===== config.mk =====
export PLATFORM = sky130hd
export DESIGN_NAME = vbus_crc8
export DESIGN_NICKNAME = d
export VERILOG_FILES = /design/src/rtl/vbus_crc_pkg.sv /design/src/rtl/vbus_rst_sync.sv /design/src/rtl/vbus_crc8_fold.sv /design/src/rtl/vbus_crc8_state.sv /design/src/rtl/vbus_crc8_verdict.sv /design/src/rtl/vbus_crc8.sv
export SDC_FILE = /design/constraint.sdc
export NUM_CORES = 1
export LEC_CHECK = 0
export BUFFER_PORTS_ARGS = -buffer_cell sky130_fd_sc_hd__buf_2
export CORE_UTILIZATION = 35
export CTS_BUF_LIST = sky130_fd_sc_hd__clkbuf_8 sky130_fd_sc_hd__clkbuf_16
export DETAILED_ROUTE_END_ITERATION = 8
export GPL_TIMING_DRIVEN = 0
export SLEW_MARGIN = 30
export SYNTH_ARGS = -nofsm -noshare
export SYNTH_HDL_FRONTEND = slang
export SYNTH_SLANG_ARGS = --single-unit

===== constraint.sdc =====
create_clock -name clk -period 1.6 [get_ports clk]
set_input_delay 0.32 -clock clk [delete_from_list [all_inputs] [get_ports clk]]
set_output_delay 0.32 -clock clk [all_outputs]
set_load 0.01 [all_outputs]

===== src/rtl/vbus_crc_pkg.sv =====
package vbus_crc_pkg;

  localparam int unsigned CRC_W = 8;

  typedef logic [CRC_W-1:0] crc_t;

  typedef enum logic {
    MODE_GEN = 1'b0,
    MODE_CHK = 1'b1
  } crc_mode_e;

endpackage


===== src/rtl/vbus_rst_sync.sv =====
module vbus_rst_sync #(
  parameter int unsigned STAGES = 2
) (
  input  logic clk,
  input  logic rst_n_i,
  output logic rst_n_o
);

  logic [STAGES-1:0] sync_q;

  always_ff @(posedge clk or negedge rst_n_i) begin
    if (!rst_n_i) begin
      sync_q <= '0;
    end else begin
      sync_q <= {sync_q[STAGES-2:0], 1'b1};
    end
  end

  assign rst_n_o = sync_q[STAGES-1];

endmodule


===== src/rtl/vbus_crc8_fold.sv =====
module vbus_crc8_fold
  import vbus_crc_pkg::*;
#(
  parameter int unsigned DATA_W = 8,
  parameter crc_t        POLY   = 8'h1D
) (
  input  crc_t              rem_i,
  input  logic [DATA_W-1:0] data_i,
  output crc_t              rem_o
);

  // stage[k] is the remainder after k bit steps
  crc_t stage [0:DATA_W];

  assign stage[0] = rem_i;

  for (genvar b = 0; b < DATA_W; b++) begin : g_bit
    logic fb;
    assign fb           = stage[b][CRC_W-1] ^ data_i[DATA_W-1-b];
    assign stage[b+1]   = {stage[b][CRC_W-2:0], 1'b0} ^ (fb ? POLY : '0);
  end

  assign rem_o = stage[DATA_W];

endmodule


===== src/rtl/vbus_crc8_state.sv =====
module vbus_crc8_state
  import vbus_crc_pkg::*;
#(
  parameter int unsigned DATA_W = 8,
  parameter crc_t        POLY   = 8'h1D,
  parameter crc_t        PRESET = 8'hFF
) (
  input  logic              clk,
  input  logic              rst_n,
  input  logic              start_i,
  input  logic              byte_vld_i,
  input  logic [DATA_W-1:0] byte_i,
  output crc_t              rem_q_o,
  output crc_t              rem_upd_o
);

  crc_t rem_q;
  crc_t rem_base;
  crc_t rem_fold;
  crc_t rem_d;
  logic rem_en;

  vbus_crc8_fold #(
    .DATA_W (DATA_W),
    .POLY   (POLY)
  ) i_fold (
    .rem_i  (rem_base),
    .data_i (byte_i),
    .rem_o  (rem_fold)
  );

  always_comb begin
    rem_base = start_i ? PRESET : rem_q;
    rem_en   = start_i | byte_vld_i;
    if (byte_vld_i) begin
      rem_d = rem_fold;
    end else begin
      rem_d = rem_base;
    end
  end

  always_ff @(posedge clk or negedge rst_n) begin
    if (!rst_n) begin
      rem_q <= PRESET;
    end else if (rem_en) begin
      rem_q <= rem_d;
    end
  end

  assign rem_q_o   = rem_q;
  assign rem_upd_o = rem_d;

endmodule


===== src/rtl/vbus_crc8_verdict.sv =====
module vbus_crc8_verdict
  import vbus_crc_pkg::*;
#(
  parameter crc_t RESIDUE = 8'hC4
) (
  input  logic      clk,
  input  logic      rst_n,
  input  logic      start_i,
  input  logic      frame_end_i,
  input  crc_mode_e mode_i,
  input  crc_t      rem_upd_i,
  output logic      vld_o,
  output logic      ok_o
);

  logic vld_q, vld_d;
  logic ok_q, ok_d;
  logic vd_en;

  always_comb begin
    vld_d = vld_q;
    ok_d  = ok_q;
    vd_en = 1'b0;
    if (start_i) begin
      vd_en = 1'b1;
      vld_d = 1'b0;
      ok_d  = 1'b0;
    end else if (frame_end_i && !vld_q) begin
      vd_en = 1'b1;
      vld_d = 1'b1;
      if (mode_i == MODE_GEN) begin
        ok_d = 1'b1;
      end else begin
        ok_d = (rem_upd_i == RESIDUE);
      end
    end
  end

  always_ff @(posedge clk or negedge rst_n) begin
    if (!rst_n) begin
      vld_q <= 1'b0;
      ok_q  <= 1'b0;
    end else if (vd_en) begin
      vld_q <= vld_d;
      ok_q  <= ok_d;
    end
  end

  assign vld_o = vld_q;
  assign ok_o  = ok_q;

endmodule


===== src/rtl/vbus_crc8.sv =====
module vbus_crc8
  import vbus_crc_pkg::*;
#(
  parameter int unsigned DATA_W      = 8,
  parameter crc_t        POLY        = 8'h1D,
  parameter crc_t        PRESET      = 8'hFF,
  parameter crc_t        RESIDUE     = 8'hC4,
  parameter int unsigned SYNC_STAGES = 2
) (
  input  logic              clk,
  input  logic              rst_n,
  input  logic              start_i,
  input  logic              byte_vld_i,
  input  logic [DATA_W-1:0] byte_i,
  input  logic              mode_chk_i,
  input  logic              frame_end_i,
  output logic [CRC_W-1:0]  crc_o,
  output logic              verdict_vld_o,
  output logic              crc_ok_o
);

  logic      rst_n_sync;
  crc_t      rem_q;
  crc_t      rem_upd;
  crc_mode_e mode;

  assign mode = crc_mode_e'(mode_chk_i);

  vbus_rst_sync #(
    .STAGES (SYNC_STAGES)
  ) i_rst_sync (
    .clk     (clk),
    .rst_n_i (rst_n),
    .rst_n_o (rst_n_sync)
  );

  vbus_crc8_state #(
    .DATA_W (DATA_W),
    .POLY   (POLY),
    .PRESET (PRESET)
  ) i_state (
    .clk        (clk),
    .rst_n      (rst_n_sync),
    .start_i    (start_i),
    .byte_vld_i (byte_vld_i),
    .byte_i     (byte_i),
    .rem_q_o    (rem_q),
    .rem_upd_o  (rem_upd)
  );

  vbus_crc8_verdict #(
    .RESIDUE (RESIDUE)
  ) i_verdict (
    .clk         (clk),
    .rst_n       (rst_n_sync),
    .start_i     (start_i),
    .frame_end_i (frame_end_i),
    .mode_i      (mode),
    .rem_upd_i   (rem_upd),
    .vld_o       (verdict_vld_o),
    .ok_o        (crc_ok_o)
  );

  assign crc_o = ~rem_q;

endmodule


==> run summary, run 1 <==
CP dominant cell by count -> xnor2_1
Top Metal Used -> met4
Fmax -> 450 MHz
Fin. Hold Viols -> 0
Num Clock Sinks -> 12
# rows -> 19
Detailed Route Iter0 Violations -> 13
Max Cap Violations -> 0
Max VDD drop -> 1.11 mV
Wire per inst -> 12.5 um
Met2 wire length -> 1020 um
Post-synth ARST share -> 1.00
Post-DP HPWL -> 1550 um
Post-synth net total -> 118
HP Class -> register to async pin
LEAKAGE -> 0.655 nW
Clock-pin slew of the registers on the worst-case setup and hold paths -> 50 ps
Yosys top cell area share -> 0.210
Gr usage total -> 0.158
CTS H-tree lvls -> 1
Setup Crit Path Kind -> register to register
Synthesized area -> 1000 um^2
Worst R2R Start -> i_state.rem_q_o[5]$_DFFE_PN1P_
Fin worst setup slack -> -621 ps
Distinct cells, synth -> 31
DRT Pass-1 Iters -> 4
Top_reg_cell synth -> dfstp_2
Power Density -> 2130 nW/um^2
CTS tree -> yes
Final Util -> 0.488
Worst-path fanout max -> 3
RD Place Congestion -> 0.784
Post-route insts no fill -> 172
Fin crit period -> 2220 ps
WP data required -> 1740 ps
Starting Density -> 0.366
Vias -> 830
Clk Latency, worst-skew pair -> 240 ps
Global-route wire length before repair -> 3800 um
EDFF count, synth -> 0
Sequential element share of the synthesized area -> 0.310
Antenna Nets Post-Route -> 0
Clock Skews -> 1.30 ps
Synth area leader -> dfstp_2
Worst path slowest cell -> dfstp_2
Status -> complete, but fails checks
Critical Path Start Type -> register
Post-place setup slack -> -728 ps
Vias in the first global route -> 841
Tcrit/Tclk final -> 1.39
Worst reg2reg path depth -> 8
Clk buf depth -> 2
# IOs -> 24
Mapped Cells -> 104
Dpl cells -> 158
Wl on met1 -> 1000 um
Top cells by area, synth -> dfstp_2, xnor2_1, dfrtp_1
Crit end category -> register
GR Overflow Total -> 0
Chip width -> 55.5 um
Largest net degree at the start of global routing -> 11
Crit path largest cell delay -> 570 ps
Final nets -> 156
Antenna cells -> 0
Port-buffer cells -> 23
Core Area -> 2730 um^2
Yosys warning count -> 0
Die span in y -> 55.5 um
Number of remaining DRC errors -> 0
Routed WL -> 2140 um
Root buf cell -> clkbuf_8
Die area -> 3080 um^2
Reg2Reg Setup Slack -> -620 ps
R2R Path End -> i_verdict.ok_o$_DFFE_PN0P_
RSZ-0062 raised after global routing -> true
Post-Syn Area per Cell -> 9.62 um^2
# setup viols final -> 5
CP cell instances -> xnor2_1 -> nor2_1 -> xnor2_2 -> xnor3_2 -> mux2i_1 -> xnor2_1 -> nand4bb_1 -> a311oi_1
Area grow syn2layout -> 33.4%
Max-slew violations -> 0
Vias per inst -> 4.83
Failing checks -> negative setup slack
WL met3 -> 95 um
Initial antenna violation count -> 0
Layout cell share with drive strength beyond 1 -> 0.440
Data arrival time of the worst path -> 2360 ps
Post-synthesis sequential element count -> 12
CTS Buf Count -> 3
==> power by group <==
part / leakage, nW / total, W / internal (W) / switching [W]
Sequential: 0.133 / 0.000615 / 0.000484 / 0.000131
Combinational: 0.493 / 0.00191 / 0.00111 / 0.000802
Clock: 0.0288 / 0.000325 / 0.000217 / 0.000108
==> logic make-up (layout without fill, tap and decap cells) <==
group,count (synthesis),after routing,share of synthesized area
AOI/OAI and AO/OA,11,11,0.0713
xor gates and xnor gates,35,35,0.380
buffers and inverters,14,51,0.0825
DFF,12,12,0.310
muxes,1,1,0.0100
other,1,1,0.00375
and+or+nand+nor,30,30,0.143
==> timing repair <==
action	in CTS	in global routing
hold endpoints to repair	2	0
hold buffers	1	0
pin swaps	7	3
buffers inserted	10	3
gates resized for setup	3	5
setup endpoints to repair	5	6
==> per-stage QoR <==
step           hold WS [ps]  power, W  TNS, ps  area, um^2
2_1_floorplan          24.4   0.00187     -985        1010
5_1_grt                 211   0.00308    -2260        1340
4_1_cts                 185   0.00279    -1530        1310
3_5_place_dp            108   0.00218    -1670        1160
6_report                169   0.00285    -1560        1340
3_3_place_gp            105   0.00217    -1660        1160
==> registers in the layout, summed over array words and instances (netlist names) <==
name / flops
i_verdict.ok_o: 1
i_rst_sync.sync_q: 2
i_state.rem_q_o: 8
i_verdict.vld_o: 1
==> routing by layer <==
metal  GRT usage  vias to the layer above
met1       0.208                      392
met3      0.0351                        4
met2       0.267                       27
met4      0.0321                        0
li1            -                      407
met5           0                        -
==> final cells by class <==
class | instances | area [um^2]
Inverter | 9 | 33.8
Buffer | 3 | 32.5
Sequential cell | 12 | 310
Timing Repair Buffer | 35 | 211
Fill cell | 257 | 1400
Clock buffer | 4 | 55.1
Multi-Input combinational cell | 78 | 653
Tap cell | 31 | 38.8
==> cells in the final DEF (no fill, tap or decap) <==
cell	n
nor4_1	3
nand2_2	1
dfstp_2	8
nor3_1	4
nor2_1	16
inv_1	9
xnor3_2	1
o22ai_1	1
or2_4	1
mux2i_1	1
o21ai_0	1
nor2_2	2
dfrtp_1	4
conb_1	1
clkbuf_8	5
a31oi_1	1
a21oi_1	4
xor2_2	1
xor3_1	2
a22oi_1	1
nand4bb_1	1
a311oi_1	1
xor2_1	8
clkbuf_4	1
xnor2_2	6
and2b_2	1
xnor3_1	1
buf_2	23
buf_4	10
o31a_1	1
o22a_1	1
nand2_1	1
dlygate4sd3_1	1
buf_6	2
xnor2_1	16
==> how the worst max path moves through the flow <==
| stage | cells after the start | slack (ps) | endpoint | from |
|---|---|---|---|---|
| global placement | 9 | -720 | i_verdict.ok_o$_DFFE_PN0P_ | byte_i[5] |
| global route | 8 | -810 | i_verdict.ok_o$_DFFE_PN0P_ | i_state.rem_q_o[4]$_DFFE_PN1P_ |
| floorplan | 8 | -540 | i_verdict.ok_o$_DFFE_PN0P_ | i_state.rem_q_o[4]$_DFFE_PN1P_ |
| CTS | 8 | -630 | i_verdict.ok_o$_DFFE_PN0P_ | i_state.rem_q_o[4]$_DFFE_PN1P_ |
| detailed placement | 9 | -730 | i_verdict.ok_o$_DFFE_PN0P_ | byte_i[5] |
| finish | 8 | -620 | i_verdict.ok_o$_DFFE_PN0P_ | i_state.rem_q_o[5]$_DFFE_PN1P_ |
==> cell usage after synthesis, drive strengths merged, types with 3 or more instances <==
library cell  instances
nor4                  3
inv                   9
xnor2                22
xor2                  9
nor3                  4
nor2                 18
clkbuf                3
dfrtp                 4
dfstp                 8
a21oi                 4
==> critical path: cells and delay by family (launching register included) <==
family / cells / cell delay (ps)
flops: 1 / 570
simple gates: 2 / 350
compound gates: 1 / 220
mux: 1 / 190
xor+xnor: 4 / 790
Power figures use the tool's default switching activity.
==> inputs of run 2 (changes only) <==
SETUP_SLACK_MARGIN = 0.05   (was unset)
clock period = 2.6 ns   (was 1.6 ns; I/O delays follow)
==> run 2 against run 1 <==
Net effect: the run now ends clean; sequential power is 39% lower; flip-flop and latch count stayed put; design area is 8.0% lower; die area stayed put; combinational power is 47% lower; critical path type unchanged; largest cell class unchanged.
==> run summary, run 2 (synthesized netlist as in run 1, its figures left out) <==
Final nets -> 147
Die area -> 3080 um^2
Tcrit/Tclk final -> 0.941
Crit end category -> register
# IOs -> 24
Clk buf depth -> 2
Max reg flops -> 8
Antenna Nets Post-Route -> 0
Antenna cells -> 0
Port-buffer cells -> 23
Dpl cells -> 158
Critical Path Start Type -> register
Final instance area -> 1230 um^2
RD Place Congestion -> 0.871
Root buf cell -> clkbuf_8
Gr usage total -> 0.132
Most common cell after layout, fill and taps aside -> buf_2
Layout cell share with drive strength beyond 1 -> 0.371
CTS H-tree lvls -> 1
Data arrival time of the worst path -> 2590 ps
Largest net degree at the start of global routing -> 11
Die span in y -> 55.5 um
Fin. Hold Viols -> 0
CTS tree -> yes
Max VDD drop -> 0.668 mV
Status -> completed
Chip width -> 55.5 um
DRT Pass-1 Iters -> 4
GR Overflow Total -> 0
Fin worst setup slack -> 154 ps
LEAKAGE -> 0.593 nW
Reg2Reg Setup Slack -> 150 ps
Post-place setup slack -> -44.6 ps
Clock Skews -> 7.63 ps
CTS Buf Count -> 3
WP data required -> 2740 ps
Global-route wire length before repair -> 3180 um
Vias in the first global route -> 731
Fmax -> 409 MHz
Fin crit period -> 2450 ps
Post-route insts no fill -> 163
Core Area -> 2730 um^2
Setup Crit Path Kind -> register to register
Worst-path fanout max -> 5
Commonest cells after routing, fill and taps aside -> buf_2, xnor2_1, nor2_1, inv_1, xor2_1
Number of remaining DRC errors -> 0
Routed WL -> 2010 um
Power Density -> 1290 nW/um^2
Area grow syn2layout -> 22.8%
Wire per inst -> 12.3 um
Max Cap Violations -> 0
Starting Density -> 0.366
Initial antenna violation count -> 0
Clk Latency, worst-skew pair -> 240 ps
RSZ-0062 raised after global routing -> false
Vias per inst -> 4.74
Placement Cell Area -> 1150 um^2
Post-DP HPWL -> 1580 um
Max-slew violations -> 0
Num Clock Sinks -> 12
# setup viols final -> 0
HP Class -> input pin to async pin
# rows -> 19
Vias -> 773
Fillers -> 270
Hold_buf cts -> 0
Detailed Route Iter0 Violations -> 18
Clock-pin slew of the registers on the worst-case setup and hold paths -> 50 ps
[run 2: cell types whose count changed in the layout (fill, tap and decap cells not counted), sizes merged]
cell         before  now
buf              35   26
clkbuf            6    7
dlygate4sd3       1    0
[run 2: path summary, 6_finish.rpt]
check | from | end | depth (start not counted)
min | rst_n | i_rst_sync.sync_q[0]$_DFF_PN0_ | 1
min reg2reg | i_rst_sync.sync_q[1]$_DFF_PN0_ | i_verdict.ok_o$_DFFE_PN0P_ | 0
min in group clk | i_rst_sync.sync_q[0]$_DFF_PN0_ | i_rst_sync.sync_q[1]$_DFF_PN0_ | 0
max | i_state.rem_q_o[0]$_DFFE_PN1P_ | i_verdict.ok_o$_DFFE_PN0P_ | 8
max reg2reg | i_state.rem_q_o[0]$_DFFE_PN1P_ | i_verdict.ok_o$_DFFE_PN0P_ | 8
max in group asynchronous | i_rst_sync.sync_q[1]$_DFF_PN0_ | i_state.rem_q_o[2]$_DFFE_PN1P_ | 0
[run 2: where the power goes]
| group | total, W | leakage [nW] | switching, W | internal, W |
|---|---|---|---|---|
| Sequential | 0.000373 | 0.133 | 0.0000761 | 0.000297 |
| Clock | 0.000200 | 0.0288 | 0.0000663 | 0.000134 |
| Combinational | 0.00102 | 0.431 | 0.000470 | 0.000547 |
[run 2: stage by stage]
| step | TNS [ps] | hold slack [ps] | total power, W | utilization |
|---|---|---|---|---|
| after floorplan | 0 | 115 | 0.00114 | - |
| after global placement | -30.8 | 168 | 0.00134 | 0.422 |
| after detailed placement | -44.6 | 169 | 0.00134 | 0.422 |
| after CTS | 0 | 50.9 | 0.00156 | 0.445 |
| after global routing | 0 | 52.9 | 0.00169 | 0.449 |
| final | 0 | 58.3 | 0.00159 | 0.449 |
[run 2: repair_timing]
item | CTS | global route
resized for setup | 1 | 1
buffers inserted | 0 | 1
pin swaps | 0 | 1
endpoints found under the setup margin | 1 | 1
gates cloned | 0 | 0
[run 2: per-layer routing]
| metal | vias up | share of wire | track usage |
|---|---|---|---|
| li1 | 389 | - | - |
| met1 | 365 | 0.44 | 0.162 |
| met2 | 17 | 0.51 | 0.222 |
| met3 | 2 | 0.041 | 0.0468 |
| met4 | 0 | 0.0070 | 0.0321 |
| met5 | - | 0 | 0 |
[run 2: worst max-delay path, cell delays in order (launching register included)]
cell and delay (ps):
dfstp_2 550, xor3_1 420, nor2_2 140, xnor2_2 130
or2_2 300, mux2i_2 200, xnor2_1 120, nand4bb_1 200
a311oi_1 280
[run 2: final cells by class]
class                           count  area (um^2)  share of cell area
Buffer                              5         48.8              0.0397
Clock buffer                        4         55.1              0.0448
Inverter                            9         33.8              0.0275
Multi-Input combinational cell     78          619               0.504
Sequential cell                    12          310               0.253
Tap cell                           31         38.8              0.0316
Timing Repair Buffer               24          123              0.0998
